$ cat src/rtl/trace_sample_packer.sv
module trace_sample_packer #(
  parameter logic [2:0] TRIG_CODE = 3'b110,
  parameter int         WORD_W    = 32
) (
  input  logic              clk,
  input  logic              rst_n,
  input  logic              cap_en,
  input  logic [1:0]        width_sel,
  input  logic [1:0]        port_sel,
  input  logic [2:0]        s_stat,
  input  logic [15:0]       s_pkt,
  input  logic              s_sync,
  input  logic              s_trig,
  output logic              w_valid,
  output logic [WORD_W-1:0] w_data,
  output logic              w_trig,
  output logic              empty,
  output logic              err
);
  localparam int SLOT_W = 20;

  logic              running;
  logic [1:0]        wmode;
  logic [1:0]        cnt;
  logic [1:0]        last_slot;
  logic [WORD_W-1:0] acc;
  logic              acc_trig;
  logic [2:0]        st_f;
  logic [15:0]       pkt_f;
  logic [SLOT_W-1:0] slot;
  logic [4:0]        shift;
  logic [WORD_W-1:0] placed;
  logic              cfg_ok;

  assign cfg_ok = (width_sel != 2'd3) &&
                  ((port_sel == 2'd0) || (port_sel == 2'd1 && width_sel == 2'd1));

  assign last_slot = (wmode == 2'd0) ? 2'd2 : (wmode == 2'd1) ? 2'd1 : 2'd0;

  assign st_f  = s_trig ? TRIG_CODE : s_stat;
  assign pkt_f = s_trig ? {s_pkt[15:3], s_stat} : s_pkt;

  always_comb begin
    case (wmode)
      2'd0:    slot = {12'b0, s_sync, pkt_f[3:0], st_f};
      2'd1:    slot = {8'b0, s_sync, pkt_f[7:0], st_f};
      default: slot = {s_sync, pkt_f, st_f};
    endcase
    case (wmode)
      2'd0:    shift = {cnt, 3'b000};
      2'd1:    shift = (cnt == 2'd1) ? 5'd12 : 5'd0;
      default: shift = 5'd0;
    endcase
  end

  assign placed = WORD_W'(slot) << shift;
  assign empty  = (cnt == 2'd0);

  always_ff @(posedge clk) begin
    if (!rst_n) begin
      running  <= 1'b0;
      wmode    <= 2'd0;
      cnt      <= 2'd0;
      acc      <= '0;
      acc_trig <= 1'b0;
      w_valid  <= 1'b0;
      w_data   <= '0;
      w_trig   <= 1'b0;
      err      <= 1'b0;
    end else begin
      w_valid <= 1'b0;
      w_trig  <= 1'b0;
      if (!running) begin
        if (cap_en) begin
          if (cfg_ok) begin
            running  <= 1'b1;
            err      <= 1'b0;
            wmode    <= width_sel;
            cnt      <= 2'd0;
            acc      <= '0;
            acc_trig <= 1'b0;
          end else begin
            err <= 1'b1;
          end
        end
      end else if (cap_en) begin
        if (cnt == last_slot) begin
          w_valid  <= 1'b1;
          w_data   <= acc | placed;
          w_trig   <= acc_trig | s_trig;
          cnt      <= 2'd0;
          acc      <= '0;
          acc_trig <= 1'b0;
        end else begin
          acc      <= acc | placed;
          acc_trig <= acc_trig | s_trig;
          cnt      <= cnt + 2'd1;
        end
      end else begin
        running <= 1'b0;
        if (cnt != 2'd0) begin
          w_valid <= 1'b1;
          w_data  <= acc;
          w_trig  <= acc_trig;
        end
        cnt      <= 2'd0;
        acc      <= '0;
        acc_trig <= 1'b0;
      end
    end
  end


  err_idle_chk: assert property (@(posedge clk) disable iff (!rst_n)
    err |-> !running);


  upper_zero_chk: assert property (@(posedge clk) disable iff (!rst_n)
    w_valid |-> (w_data[WORD_W-1:24] == '0) && (wmode != 2'd2 || w_data[23:20] == 4'd0));


  empty_chk: assert property (@(posedge clk) disable iff (!rst_n)
    !empty |-> running);


  trig_slot_chk: assert property (@(posedge clk) disable iff (!rst_n)
    (w_valid && w_trig) |-> (w_data[2:0] == TRIG_CODE ||
      (wmode == 2'd0 && (w_data[10:8] == TRIG_CODE || w_data[18:16] == TRIG_CODE)) ||
      (wmode == 2'd1 && w_data[14:12] == TRIG_CODE)));


  valid_src_chk: assert property (@(posedge clk) disable iff (!rst_n)
    w_valid |-> $past(running));
endmodule

$ cat config.mk
export PLATFORM = sky130hd
export DESIGN_NAME = trace_sample_packer
export DESIGN_NICKNAME = d
export VERILOG_FILES = /design/src/rtl/trace_sample_packer.sv
export SDC_FILE = /design/constraint.sdc
export NUM_CORES = 1
export LEC_CHECK = 0
export ABC_CLOCK_PERIOD_IN_PS = 4800
export CELL_PAD_IN_SITES_DETAIL_PLACEMENT = 1
export CELL_PAD_IN_SITES_GLOBAL_PLACEMENT = 1
export CORE_ASPECT_RATIO = 1.1
export CORE_MARGIN = 5
export CORE_UTILIZATION = 44
export CTS_BUF_LIST = sky130_fd_sc_hd__clkbuf_8 sky130_fd_sc_hd__clkbuf_16
export DETAILED_ROUTE_END_ITERATION = 16
export GPL_ROUTABILITY_DRIVEN = 0
export PLACE_DENSITY_LB_ADDON = 0.08
export SYNTH_ARGS = -nofsm -noshare
export SYNTH_HDL_FRONTEND = slang
export SYNTH_SLANG_ARGS = --single-unit
$ cat constraint.sdc
create_clock -name clk -period 4.8 [get_ports clk]
set_input_delay 1.2 -clock clk [delete_from_list [all_inputs] [get_ports clk]]
set_output_delay 1.2 -clock clk [all_outputs]
set_load 0.02 [all_outputs]
; Word level (Yosys, flattened, before mapping)
; Index checks and enable logic that the tools add are counted.
[word_totals]
mem_count = 0
wordCells = 72
ff_bits = 73
input_bits = 28
ram_bits = 0
latch_bits = 0
romBits = 0
[op_classes]
bitwise = 3
n_shift = 1
div = 0
eq_ne = 7
n_mul = 0
muxes = 36
add_sub_neg = 1
n_lt_le_gt_ge = 0
reduce_logical = 15
[op_table]
columns = op, count
row1 = two-way mux 32 bit, 8
row2 = one-hot mux 20 bit (2 select lines), 1
row3 = bitwise OR 32 bit, 1
row4 = << shifter 20 x 5 -> 32 bit, 1
row5 = two-way mux 1 bit, 17
row6 = two-way mux 2 bit, 6
row7 = one-hot mux 5 bit (2 select lines), 1
row8 = "equality test 2 x 1 -> 1 bit, second input constant", 4
row9 = nonzero test 2 bit, 4
row10 = zero test 2 bit, 3
row11 = two-way mux 3 bit, 2
row12 = AND reduction 2 bit, 3
row13 = AND reduction 3 bit, 2
row14 = two-way mux 4 bit, 1
row15 = "adder 2 x 1 -> 2 bit, second input constant", 1
row16 = equality test 2 bit, 1
row17 = logical AND 1 bit, 2
row18 = "!= test 2 x 1 -> 1 bit, second input constant", 1
row19 = "!= test 2 bit, second input constant", 1
row20 = logical OR 1 bit, 1
row21 = inverter 1 bit, 1
row22 = bitwise OR 1 bit, 1

; Longest topological paths before layout
[depth]
depth_word = 8
ltp_mapped = 9
ltp_nobuf = 6

; Worst setup path after synthesis
; Ideal clock, no wire load.
[synth_path]
path_type = input-to-reg
startpoint = in s_trig
endpoint = reg w_data[29]
t_arrival_ns = 2.228
setup_slack_ns = 2.436
n_path_buf = 2
required_time_ns = 4.664
stages = 6
path_cell_list = clkbuf_8 > buf_2 > nor2_1 > o221ai_4 > a21oi_1 > a211oi_2
[synth_between]
elab_chain_cells = 6
word_cells_on_any_way = 7
cone_classes = shift (1) / mux (5) / bitwise (1)
[synth_rtl]
columns = element, line_no
row1 = from (decl), 13  ; input logic s_trig,
row2 = two-way mux 3 bit (on tied branches), "40, 41"
row3 = one-hot mux 20 bit (2 select lines) *, 44  ; case (wmode)
row4 = << shifter 20 x 5 -> 32 bit *, 56  ; assign placed = WORD_W'(slot) << shift;
row5 = bitwise OR 32 bit *, 89  ; w_data <= acc | placed;
row6 = two-way mux 32 bit *, 87  ; if (cnt == last_slot) begin
row7 = two-way mux 32 bit *, 86  ; end else if (cap_en) begin
row8 = to (signal assigned), 89
row9 = to (decl), 15  ; output logic [WORD_W-1:0] w_data,
; Every way passes the cells marked *; elsewhere a longest branch is shown, timed or not. The select of a mux whose other input is x is not followed.
; A chain may end at the register's enable or synchronous reset.

; Worst setup path after layout
[layout_path]
startpoint = in cap_en
endpoint = reg acc[11]
[layout_between]
elab_chain_cells = 2
word_cells_on_any_way = 4
cone_classes = mux (2) / reduce/logical (2)
[layout_rtl]
columns = element, line_no
row1 = from (decl), 7  ; input logic cap_en,
row2 = two-way mux 32 bit / nonzero test 2 bit (equally long branches), --
row3 = two-way mux 32 bit / AND reduction 2 bit (equally long branches), --
row4 = to (signal assigned), 95  ; acc <= acc | placed;
row5 = to (decl), 26  ; logic [WORD_W-1:0] acc;
; Parallel ways exist; a longest one is shown, timed or not.

==> results.toml <==
[placed_design]
io_buffers = 63
pre_cts_slack_ps = 1030
dp.cells = 532
dp_hpwl_um = 7930

[grt]
grt_pass1_vias = 3504
grt_max_degree = 38
track_usage = 0.223
overflow = 0
grt_use_met1 = 0.283
grtUsageMet3 = 0.0335
top_usage_layer = "met2"
antenna_found_initial = 0
use_met2 = 0.386
grt_pass1_wl_um = 18500

[clock_tree]
cts_resized = 0
root_buffer = "clkbuf_8"
cts_inserted_buffers = 9
h-tree-depth = 3
cts-hold-fix-buffers = 0
cts_tree = "yes"
clock_latency_ps = 350
cts.sinks = 73
clk_pin_slew_worst_paths_ps = 90
postCtsSetupBuffers = 0
cts_buffer_depth = 2

[detailed_routing]
wl_per_cell_um = 20.5
vias = 3260
first_pass_iters = 4
first_iter_violations = 167
ant_nets = 0
wirelength_um = 11200
drc = 0
vias_per_cell = 5.95

[synth]
async_flop_share = 0
netlist_instances = 383
synth.net_count = 414
yosys_warnings = 0
yosys.area.top_type = "dfxtp_1"
synth.distinct_cells = 55
synth_edf_count = 0
syn_area_mm2 = 0.00368
ys.flop_type = "dfxtp_1"
synth_top_area_share = 0.397
yosys-top-cells-area = "dfxtp_1 40%, a211oi_1 10%, a21oi_1 4.3%"
synth_commonest_cells = "73 x dfxtp_1, 50 x a211oi_1, 33 x nor2_1"
yosysMostFrequentCell = "dfxtp_1"
synth.avg_cell_area_um2 = 9.62
ys_ff_latch = 73
synth_seq_area_share = 0.397

[worst_setup_path]
critPathLaunchType = "primary input"
crit_required_ps = 5030
critPathArrivalTime_ps = 3690
crit_fanout = 26
worstSetupPathType = "primary input to flop"
endpoint_kind = "flop"

[cells_and_area]
diodes = 0
drive_gt1_frac = 0.137
finish.cell_count_without_fillers = 548
syn2layout_area_growth_pct = 21.4
nNetsFinal = 463
fillers = 944

[floorplan]
core_mm2 = 0.00828
die_x_um = 97.2
start_util = 0.445
num_io_pins = 64
dieArea_mm2 = 0.0103
fp-row-count = 35
die_h_um = 106

[timing]
setup_viol = 0
fin_crit_ps = 3460
slew_viol_final = 0
rsz0062_at_grt = "false"
relSlewSlack = 0.399
hold_viol_final = 0
setup_slack_ps = 1340
fin_setup_tns_ps = 0
finalCritPeriodShare = 0.721
worstMarginPinSlew_ps = 901
clock_skew_ps = 7.99
max_freq_mhz = 289

[power_and_ir_drop]
power_density_mw_per_mm2 = 299
internal_power_uw = 941
comb_power_share = 0.145
p_seq_frac = 0.465
vdd_drop_max_mv = 0.119
switching_share = 0.297
p_sw_uw = 398
p_leak_uw = 0.00145
p_clk_frac = 0.390

[run_status]
status = "complete, no violations"

[worst_hold_path]
min_path_type = "flop to flop"

[job]
cap_violations = 0
[layout by cell type, fill, tap and decap left out, drive strengths merged, types with 4 or more instances in the layout]
master | netlist | final
a41oi | 4 | 4
mux2 | 6 | 6
inv | 17 | 21
mux2i | 7 | 7
a211oi | 58 | 58
o211ai | 4 | 4
dfxtp | 73 | 73
a21oi | 32 | 32
nor2 | 37 | 37
nand3b | 4 | 4
nand2 | 5 | 5
a311oi | 8 | 8
nor3 | 6 | 6
o221ai | 5 | 5
o21ai | 20 | 20
nor2b | 4 | 4
nand2b | 6 | 6
a31oi | 25 | 25
buf | 18 | 9
clkdlybuf4s50 | 0 | 63
clkbuf | 16 | 9
[layer usage]
metal	vias to the layer above	part of all wire
li1	1557	-
met1	1620	0.45
met2	66	0.50
met5	-	0
met3	17	0.029
met4	0	0.022
[path summary, 6_finish.rpt]
| kind | startpoint | endpoint | slack (ps) | cells past startpoint |
|---|---|---|---|---|
| worst max-delay path | cap_en | acc[11] | 1340 | 6 |
| worst min-delay path | acc[26] | acc[26] | 460 | 2 |
| worst max register to register | wmode[0] | acc[11] | 1990 | 7 |
| worst min register to register | acc[26] | acc[26] | 460 | 2 |
[area by class of cell]
cell class                 count  area (um2)  share of cell area
multi-input combinational    259        1890               0.422
inverter                      17        63.8              0.0143
clock inverter                 7        85.1              0.0190
timing repair buffer          72         711               0.159
clock buffer                   9         124              0.0277
tap                          111         139              0.0310
sequential                    73        1460               0.327
[critical path, stage by stage]
cell	delay [ps]
clkdlybuf4s50_1	820
and2_1	490
o211a_1	320
o21ai_4	380
buf_4	360
nor2_1	100
[stage by stage]
step | utilization | cell area [um2] | hold WS, ps | total power [uW]
after floorplan | - | 3680 | 431 | 762
after global placement | 0.515 | 4260 | 442 | 826
after detailed placement | 0.515 | 4260 | 450 | 830
after CTS | 0.540 | 4470 | 462 | 1350
after global routing | 0.540 | 4470 | 487 | 1390
final | 0.540 | 4470 | 459 | 1340
[power by group through the flow]
| stage | Combinational [uW] | Clock, uW | Sequential [uW] |
|---|---|---|---|
| 2_1_floorplan | 121 | 0 | 641 |
| 6_report | 194 | 521 | 623 |
| 3_3_place_gp | 189 | 0 | 637 |
| 5_1_grt | 208 | 556 | 625 |
| 4_1_cts | 194 | 532 | 623 |
| 3_5_place_dp | 193 | 0 | 637 |
[kinds of logic (layout without fill, tap and decap cells)]
family	after synthesis	count (layout)	share of synthesized area
compound gates	166	166	0.340
xor+xnor	1	1	0.00238
buf+inv	51	105	0.0921
mux	13	13	0.0384
fa+ha+maj	3	3	0.0102
simple gates	76	76	0.121
flops	73	73	0.397
[state kept, by name (all words and copies together), names as in the netlist]
signal	count
wmode	2
acc_trig	1
err	1
running	1
w_trig	1
w_data	32
w_valid	1
cnt	2
acc	32
Power figures use the tool's default switching activity.
